### config.mk
export PLATFORM = sky130hd
export DESIGN_NAME = rx_polarity_fix
export DESIGN_NICKNAME = d
export VERILOG_FILES = /design/src/rtl/rxpol_pkg.sv /design/src/rtl/rxpol_nlp_streak.sv /design/src/rtl/rxpol_flp_judge.sv /design/src/rtl/rxpol_state.sv /design/src/rtl/rx_polarity_fix.sv
export SDC_FILE = /design/constraint.sdc
export NUM_CORES = 1
export LEC_CHECK = 0
export ABC_AREA = 0
export ABC_CLOCK_PERIOD_IN_PS = 2100
export CAP_MARGIN = 15
export CORE_MARGIN = 2
export CORE_UTILIZATION = 40
export DETAILED_ROUTE_END_ITERATION = 16
export PLACE_DENSITY_LB_ADDON = 0.1
export SYNTH_ARGS = -nofsm -noshare
export SYNTH_HDL_FRONTEND = slang
export SYNTH_SLANG_ARGS = --single-unit
### constraint.sdc
create_clock -name clk -period 2.1 [get_ports clk]
set_clock_uncertainty 0.2 [all_clocks]
set_input_delay 0.42 -clock clk [delete_from_list [all_inputs] [get_ports clk]]
set_output_delay 0.42 -clock clk [all_outputs]
set_load 0.1 [all_outputs]
### src/rtl/rxpol_pkg.sv
package rxpol_pkg;
  typedef struct packed {
    logic valid;
    logic inv;
  } lp_event_t;
endpackage

### src/rtl/rxpol_nlp_streak.sv
module rxpol_nlp_streak
  import rxpol_pkg::*;
#(
  parameter int unsigned NLP_THRESH = 8
) (
  input  logic      clk,
  input  logic      rst_n,
  input  logic      en,
  input  lp_event_t ev,
  output logic      hit
);
  localparam int unsigned CW = $clog2(NLP_THRESH + 1);
  localparam logic [CW-1:0] LAST = CW'(NLP_THRESH - 1);

  logic [CW-1:0] cnt_q, cnt_d;

  always_comb begin
    cnt_d = cnt_q;
    hit   = 1'b0;
    if (!en) begin
      cnt_d = '0;
    end else if (ev.valid) begin
      if (!ev.inv) begin
        cnt_d = '0;
      end else if (cnt_q == LAST) begin
        hit   = 1'b1;
        cnt_d = '0;
      end else begin
        cnt_d = cnt_q + 1'b1;
      end
    end
  end

  always_ff @(posedge clk or negedge rst_n) begin
    if (!rst_n) cnt_q <= '0;
    else        cnt_q <= cnt_d;
  end


  nlp_break_chk: assert property (@(posedge clk) disable iff (!rst_n)
    (en && ev.valid && !ev.inv) |=> (cnt_q == '0));


  nlp_idle_chk: assert property (@(posedge clk) disable iff (!rst_n)
    !en |=> (cnt_q == '0));
endmodule

### src/rtl/rxpol_flp_judge.sv
module rxpol_flp_judge
  import rxpol_pkg::*;
#(
  parameter int unsigned FLP_MIN    = 4,
  parameter int unsigned MAX_PULSES = 33
) (
  input  logic      clk,
  input  logic      rst_n,
  input  logic      en,
  input  lp_event_t ev,
  input  logic      burst_end,
  output logic      hit
);
  localparam int unsigned CW = $clog2(MAX_PULSES + 1);
  localparam logic [CW-1:0] SAT = CW'(MAX_PULSES);
  localparam logic [CW-1:0] MIN = CW'(FLP_MIN);

  logic [CW-1:0] cnt_q, cnt_d, sum;
  logic          bump;

  always_comb begin
    bump  = ev.valid && ev.inv;
    sum   = (bump && cnt_q != SAT) ? cnt_q + 1'b1 : cnt_q;
    hit   = en && burst_end && (sum >= MIN);
    cnt_d = (!en || burst_end) ? '0 : sum;
  end

  always_ff @(posedge clk or negedge rst_n) begin
    if (!rst_n) cnt_q <= '0;
    else        cnt_q <= cnt_d;
  end


  flp_restart_chk: assert property (@(posedge clk) disable iff (!rst_n)
    burst_end |=> (cnt_q == '0));


  flp_idle_chk: assert property (@(posedge clk) disable iff (!rst_n)
    !en |=> (cnt_q == '0));
endmodule

### src/rtl/rxpol_state.sv
module rxpol_state (
  input  logic clk,
  input  logic rst_n,
  input  logic auto_en,
  input  logic link_lost,
  input  logic detect,
  input  logic wr_en,
  input  logic wr_data,
  output logic inv_q
);
  logic inv_d;

  always_comb begin
    inv_d = inv_q;
    if (!auto_en) begin
      if (wr_en) inv_d = wr_data;
    end else if (link_lost) begin
      inv_d = 1'b0;
    end else if (detect) begin
      inv_d = 1'b1;
    end
  end

  always_ff @(posedge clk or negedge rst_n) begin
    if (!rst_n) inv_q <= 1'b0;
    else        inv_q <= inv_d;
  end


  inv_hold_chk: assert property (@(posedge clk) disable iff (!rst_n)
    (auto_en && inv_q && !link_lost) |=> inv_q);


  inv_drop_chk: assert property (@(posedge clk) disable iff (!rst_n)
    (auto_en && link_lost) |=> !inv_q);


  force_load_chk: assert property (@(posedge clk) disable iff (!rst_n)
    (!auto_en && wr_en) |=> (inv_q == $past(wr_data)));


  wr_ignore_chk: assert property (@(posedge clk) disable iff (!rst_n)
    (auto_en && !detect && !link_lost) |=> $stable(inv_q));
endmodule

### src/rtl/rx_polarity_fix.sv
module rx_polarity_fix
  import rxpol_pkg::*;
#(
  parameter int unsigned NLP_THRESH     = 8,
  parameter int unsigned FLP_MIN        = 4,
  parameter int unsigned FLP_MAX_PULSES = 33
) (
  input  logic clk,
  input  logic rst_n,
  input  logic mode_active,
  input  logic link_lost,
  input  logic apol_disable,
  input  logic nlp_valid,
  input  logic nlp_inv,
  input  logic flp_valid,
  input  logic flp_inv,
  input  logic flp_end,
  input  logic wr_en,
  input  logic wr_data,
  input  logic rx_data_in,
  output logic rx_data_out,
  output logic nlp_pol_out,
  output logic rx_invert,
  output logic pol_status
);
  lp_event_t nlp_ev, flp_ev;
  logic      det_en, nlp_hit, flp_hit, inv_q;

  always_comb begin
    nlp_ev = '{valid: nlp_valid, inv: nlp_inv};
    flp_ev = '{valid: flp_valid, inv: flp_inv};
    det_en = !apol_disable && mode_active && !link_lost;
  end

  rxpol_nlp_streak #(.NLP_THRESH(NLP_THRESH)) i_nlp (
    .clk(clk), .rst_n(rst_n), .en(det_en), .ev(nlp_ev), .hit(nlp_hit)
  );

  rxpol_flp_judge #(.FLP_MIN(FLP_MIN), .MAX_PULSES(FLP_MAX_PULSES)) i_flp (
    .clk(clk), .rst_n(rst_n), .en(det_en), .ev(flp_ev),
    .burst_end(flp_end), .hit(flp_hit)
  );

  rxpol_state i_state (
    .clk(clk), .rst_n(rst_n), .auto_en(!apol_disable), .link_lost(link_lost),
    .detect(nlp_hit || flp_hit), .wr_en(wr_en), .wr_data(wr_data),
    .inv_q(inv_q)
  );

  always_comb begin
    rx_invert   = inv_q;
    pol_status  = inv_q;
    rx_data_out = rx_data_in ^ inv_q;
    nlp_pol_out = nlp_inv ^ inv_q;
  end


  mode_gate_chk: assert property (@(posedge clk) disable iff (!rst_n)
    (!mode_active && !apol_disable && !link_lost) |=> $stable(rx_invert));


  data_fix_chk: assert property (@(posedge clk) disable iff (!rst_n)
    (rx_data_out ^ rx_data_in) == rx_invert);
endmodule

==> impl_metrics.env, run 1 <==
export IMPL_dp_hpwl_microns=1102
export IMPL_tns_ps=0
export IMPL_die_h_microns=46.19
export IMPL_final_max_slew_violation_count=0
export IMPL_ff_latch_area_sq_um=276.5
export IMPL_pwr_share_clk_pct=26.9
export IMPL_rsz0062_at_grt="false"
export IMPL_p_leak_nw=0.4186
export IMPL_cts_resized=0
export IMPL_grt_pass1_wl_microns=2401
export IMPL_avgViaCountPerCell=5.075
export IMPL_finalPower_mw=0.5410
export IMPL_finish_utilization_pct=58.97
export IMPL_drv_cap=0
export IMPL_reg2reg_slack_ps=210
export IMPL_async_flop_share_pct=100.0
export IMPL_rows=15
export IMPL_cp_end_kind="primary output"
export IMPL_multi_input_area_sq_um=437.9
export IMPL_fin_cells=120
export IMPL_critPathKind="input port to primary output"
export IMPL_ant_nets=0
export IMPL_insertedDiodeCount=0
export IMPL_wl_per_cell_microns=11.58
export IMPL_ys_flop_type="dfrtp_1"
export IMPL_yosysSeqAreaShare_pct=38.66
export IMPL_track_usage_pct=16.24
export IMPL_clkTransAtPathRegs_ps=70
export IMPL_clk_insertion_delay_late_ps=270
export IMPL_holdBufCountCts=0
export IMPL_synth_distinct_cells=33
export IMPL_drtPass1Iterations=3
export IMPL_numCtsBuffers=3
export IMPL_antenna_found_initial=0
export IMPL_grt_max_degree=12
export IMPL_synth_cells=77
export IMPL_cts_setup_buffers=0
export IMPL_status="complete, no violations"
export IMPL_grt_pass1_vias=589
export IMPL_dp_cells=116
export IMPL_ir_drop_mv=0.2663
export IMPL_routed_wirelength_microns=1389
export IMPL_switching_power_mw=0.1823
export IMPL_die_w_microns=46.19
export IMPL_post_route_period_util_pct=96.53
export IMPL_max_slew_worst_pin_slew_ps=506.6
export IMPL_finalHoldViolCount=0
export IMPL_syn_avg_cell_area_sq_um=9.246
export IMPL_power_sequential_fraction_pct=41.3
export IMPL_synth_edf_count=0
export IMPL_first_iter_violations=12
export IMPL_critical_path_required_ps=1480
export IMPL_synth_largest_area_cell="dfrtp_1"
export IMPL_coreArea_sq_um=1708
export IMPL_dr_total_vias=609
export IMPL_gp_congestion=0.7809
export IMPL_drc=0
export IMPL_die_area_sq_um=2134
export IMPL_hp_class="input port to asynchronous set/reset pin"
export IMPL_power_frac_comb_pct=31.8
export IMPL_synthTopCellsByArea="dfrtp_1 39%, nor2_1 5.8%, ha_1 5.3%"
export IMPL_nNetsFinal=112
export IMPL_ios=17
export IMPL_cts_root_buf="clkbuf_4"
export IMPL_layout_drive_gt1_share_pct=17.89
export IMPL_cts_sinks=11
export IMPL_synth_top_area_share_pct=38.66
export IMPL_port_buffers=16
export IMPL_ys_warn_count=0
export IMPL_gr_total_overflow=0
export IMPL_p_int_mw=0.3586
export IMPL_hold_ws_ps=282.9
export IMPL_synth_area_sq_um=711.9
export IMPL_startpoint_type="input port"
export IMPL_p_per_area_nw_per_um2=537.1
export IMPL_fmax_mhz=493.3
export IMPL_start_util_pct=41.68
export IMPL_setup_violations=0
export IMPL_fillCellCount=149
export IMPL_mappedNetlistNets=93
export IMPL_swShare_pct=33.70
export IMPL_arrival_ps=1410
export IMPL_clockBufferDepth=2
export IMPL_cts_tree="done"
export IMPL_post_route_min_period_ps=2027
export IMPL_cp_max_fo=3
export IMPL_yosys_register_bits=11
export IMPL_htreeDepth=1
export IMPL_syn_to_final_growth_pct=41.48
export IMPL_slew_headroom_pct=66.12
[critical path, cell delays in order]
cell and delay [ps]:
clkdlybuf4s50_1 610, xor2_4 180, buf_12 190
[path summary, 6_finish.rpt]
path,startpoint,endpoint,depth (start not counted)
worst min register to register,i_nlp.cnt_q[1]$_DFFE_PN0P_,i_nlp.cnt_q[1]$_DFFE_PN0P_,2
min in group clk,i_nlp.cnt_q[1]$_DFFE_PN0P_,i_nlp.cnt_q[1]$_DFFE_PN0P_,2
worst min-delay path,rst_n,i_flp.cnt_q[0]$_DFF_PN0_,1
worst max register to register,i_nlp.cnt_q[0]$_DFFE_PN0P_,i_state.inv_q$_DFFE_PN0P_,5
max in group asynchronous,rst_n,i_state.inv_q$_DFFE_PN0P_,1
worst max-delay path,nlp_inv,nlp_pol_out,3
[power groups by stage]
| stage | Clock, mW | Combinational [mW] | Sequential (mW) |
|---|---|---|---|
| floorplan | 0 | 0.0847 | 0.238 |
| global placement | 0 | 0.172 | 0.228 |
| detailed placement | 0 | 0.173 | 0.228 |
| CTS | 0.148 | 0.173 | 0.223 |
| global route | 0.160 | 0.180 | 0.224 |
| finish | 0.146 | 0.172 | 0.223 |
[state kept, by name, indices dropped and copies added (netlist names)]
name           count
i_state.inv_q      1
i_flp.cnt_q        6
i_nlp.cnt_q        4
[per-layer routing]
layer	track usage (%)	share of wire, %	vias to the layer above
met1	18.89	45	281
met3	2.745	3.3	5
met5	0	0	-
met4	10.29	2.9	0
li1	-	-	310
met2	27.22	49	13
[area by class of cell]
class	count	share of cell area (%)
Multi-Input combinational cell	58	43.48
Sequential cell	11	27.45
Timing Repair Buffer	19	22.11
Tap cell	25	3.106
Clock buffer	3	2.236
Inverter	3	1.118
Clock inverter	1	0.4969
[cells by family after synthesis]
group | share of synthesized area [%]
AND/OR/NAND/NOR | 21.79
AO/OA/AOI/OAI | 16.17
XOR/XNOR | 9.841
buffers and inverters | 5.097
multiplexers | 3.163
adder cells (fa/ha/maj) | 5.273
flip-flops | 38.66
[stage by stage]
step	cell area, sq um	setup WS (ps)
after detailed placement	979.7	73.25
after global routing	1007	32.24
after CTS	1007	66.40
final	1007	72.88
after floorplan	750.7	61.46
after global placement	979.7	72.14
[cell usage in the layout, fill, tap and decap left out, types with 3 or more instances in the layout]
cell and n:
nor2_1 11, nand2_1 3, xnor2_1 4, nand3_1 3, ha_1 3, inv_1 3, clkdlybuf4s50_1 12, dfrtp_1 10
clkbuf_4 3, buf_4 3, buf_12 4
[Yosys cell counts, types with 2 or more instances]
cell / instances
a211oi_1: 2
a21oi_1: 2
a22oi_1: 2
and2_1: 2
buf_2: 2
clkbuf_1: 2
dfrtp_1: 11
ha_1: 3
inv_1: 3
mux2_2: 2
nand2_1: 3
nand3_1: 3
nand3b_1: 2
nand4_1: 2
nor2_1: 11
nor3_1: 2
xnor2_1: 4
xor2_1: 4
(Power assumes the default switching activity.)
==> inputs of run 2 (changes only) <==
--- a/config.mk
+++ b/config.mk
@@ -6,11 +6,12 @@
 export NUM_CORES = 1
 export LEC_CHECK = 0
 export ABC_AREA = 0
-export ABC_CLOCK_PERIOD_IN_PS = 2100
+export ABC_CLOCK_PERIOD_IN_PS = 2600
 export CAP_MARGIN = 15
 export CORE_MARGIN = 2
 export CORE_UTILIZATION = 40
 export DETAILED_ROUTE_END_ITERATION = 16
+export HOLD_SLACK_MARGIN = 0.06
 export PLACE_DENSITY_LB_ADDON = 0.1
 export SYNTH_ARGS = -nofsm -noshare
 export SYNTH_HDL_FRONTEND = slang
==> constraint.sdc (replaced) <==
create_clock -name clk -period 2.6 [get_ports clk]
set_clock_uncertainty 0.2 [all_clocks]
set_input_delay 0.52 -clock clk [delete_from_list [all_inputs] [get_ports clk]]
set_output_delay 0.52 -clock clk [all_outputs]
set_load 0.1 [all_outputs]
==> impl_metrics.env, run 2 (synthesized netlist as in run 1, its figures left out) <==
export IMPL_gr_total_overflow=0
export IMPL_final_max_slew_violation_count=0
export IMPL_status="complete, no violations"
export IMPL_dp_cells=113
export IMPL_grt_pass1_vias=576
export IMPL_min_to="i_nlp.cnt_q[1]$_DFFE_PN0P_"
export IMPL_dr_total_vias=611
export IMPL_post_route_min_period_ps=2262
export IMPL_drc=0
export IMPL_grt_pass1_wl_microns=2435
export IMPL_finalPower_mw=0.4162
export IMPL_cts_root_buf="clkbuf_4"
export IMPL_track_usage_pct=15.90
export IMPL_cts_sinks=11
export IMPL_layout_common_cells="12 x clkdlybuf4s50_1, 11 x nor2_1, 11 x dfrtp_1"
export IMPL_post_route_period_util_pct=87.00
export IMPL_cts_setup_buffers=0
export IMPL_design_area_sq_um=934.6
export IMPL_holdPathStages=2
export IMPL_die_area_sq_um=2134
export IMPL_ant_nets=0
export IMPL_max_slew_worst_pin_slew_ps=489.8
export IMPL_p_per_area_nw_per_um2=445.3
export IMPL_gp_congestion=0.7625
export IMPL_wl_per_cell_microns=12.25
export IMPL_drv_cap=0
export IMPL_ir_drop_mv=0.2835
export IMPL_numCtsBuffers=3
export IMPL_largest_register="i_flp.cnt_q"
export IMPL_critPathKind="input port to primary output"
export IMPL_largest_register_ffs=6
export IMPL_fin_cells=117
export IMPL_routed_wirelength_microns=1433
export IMPL_finalHoldViolCount=0
export IMPL_htreeDepth=1
export IMPL_r2r_start="i_nlp.cnt_q[0]$_DFFE_PN0P_"
export IMPL_setup_violations=0
export IMPL_die_w_microns=46.19
export IMPL_rows=15
export IMPL_fmax_mhz=442.1
export IMPL_arrival_ps=1540
export IMPL_clk_insertion_delay_late_ps=260
export IMPL_avgViaCountPerCell=5.222
export IMPL_antenna_found_initial=0
export IMPL_cts_resized=0
export IMPL_syn_to_final_growth_pct=31.28
export IMPL_reg2reg_slack_ps=710
export IMPL_ios=17
export IMPL_r2r_cells=5
export IMPL_start_util_pct=41.68
export IMPL_largestRegisters="i_flp.cnt_q (6), i_nlp.cnt_q (4), i_state.inv_q (1)"
export IMPL_first_iter_violations=7
export IMPL_slew_headroom_pct=67.25
export IMPL_cp_end_kind="primary output"
export IMPL_grt_max_degree=12
export IMPL_port_buffers=16
export IMPL_place_area_sq_um=908.4
export IMPL_holdBufCountCts=0
export IMPL_final_common_cell="clkdlybuf4s50_1"
export IMPL_rsz0062_at_grt="false"
export IMPL_drtPass1Iterations=4
export IMPL_insertedDiodeCount=0
export IMPL_coreArea_sq_um=1708
export IMPL_hp_class="flop to flop"
export IMPL_hold_ws_ps=365.7
export IMPL_p_leak_nw=0.3920
export IMPL_nNetsFinal=109
export IMPL_clockBufferDepth=2
export IMPL_cp_max_fo=6
export IMPL_startpoint_type="input port"
export IMPL_min_from="i_nlp.cnt_q[1]$_DFFE_PN0P_"
export IMPL_cts_tree="done"
export IMPL_critical_path_required_ps=1880
export IMPL_layout_drive_gt1_share_pct=13.04
export IMPL_clkTransAtPathRegs_ps=70
export IMPL_dp_hpwl_microns=1083
export IMPL_rr_endpoint="i_state.inv_q$_DFFE_PN0P_"
export IMPL_die_h_microns=46.19
-- run 2: cell count changes in the layout (fill, tap and decap cells not counted) --
cell and change:
dfrtp_1 +1, clkinv_2 -1, dfrtp_2 -1, buf_12 -2
clkbuf_1 +1, xor2_4 -2, xor2_2 +2, buf_4 -1
-- run 2: area by class of cell --
class	instances	area, sq um
fillers	165	773.2
inverters	3	11.26
clock buffers	4	26.28
repair buffers	16	175.2
multi-input cells	58	415.4
flip-flops and latches	11	275.3
well taps	25	31.28
-- run 2: worst max-delay path by stage --
| stage | to | slack [ps] | start | depth (start not counted) |
|---|---|---|---|---|
| 2_1_floorplan | rx_data_out | -100 | i_state.inv_q$_DFFE_PN0P_ | 1 |
| 3_3_place_gp | nlp_pol_out | 350 | nlp_inv | 3 |
| 3_5_place_dp | nlp_pol_out | 350 | nlp_inv | 3 |
| 4_1_cts | nlp_pol_out | 340 | nlp_inv | 3 |
| 5_1_grt | nlp_pol_out | 300 | nlp_inv | 3 |
| 6_report | nlp_pol_out | 340 | nlp_inv | 3 |
-- run 2: where the power goes --
part / switching, mW / total (mW) / internal (mW)
sequential: 0.00419 / 0.177 / 0.173
clock: 0.0550 / 0.114 / 0.0593
combinational: 0.0776 / 0.125 / 0.0472
-- run 2: worst max-delay path, cell delays in order --
cell and delay, ps:
clkdlybuf4s50_1 620, xor2_2 210, buf_12 200
-- run 2: through the flow --
stage                     util [%]  TNS (ps)  setup WS [ps]
after global placement       53.19         0          351.4
after floorplan                  -    -186.9         -101.1
after detailed placement     53.19         0          349.1
after global routing         54.73         0          299.5
after CTS                    54.73         0          339.4
final                        54.73         0          338.0
-- run 2: routing by layer --
metal | vias to the layer above | track usage [%] | part of all wire (%)
li1 | 305 | - | -
met1 | 287 | 20.34 | 45
met2 | 17 | 24.44 | 47
met5 | - | 0 | 0
met4 | 0 | 6.857 | 1.3
met3 | 2 | 5.098 | 7.2
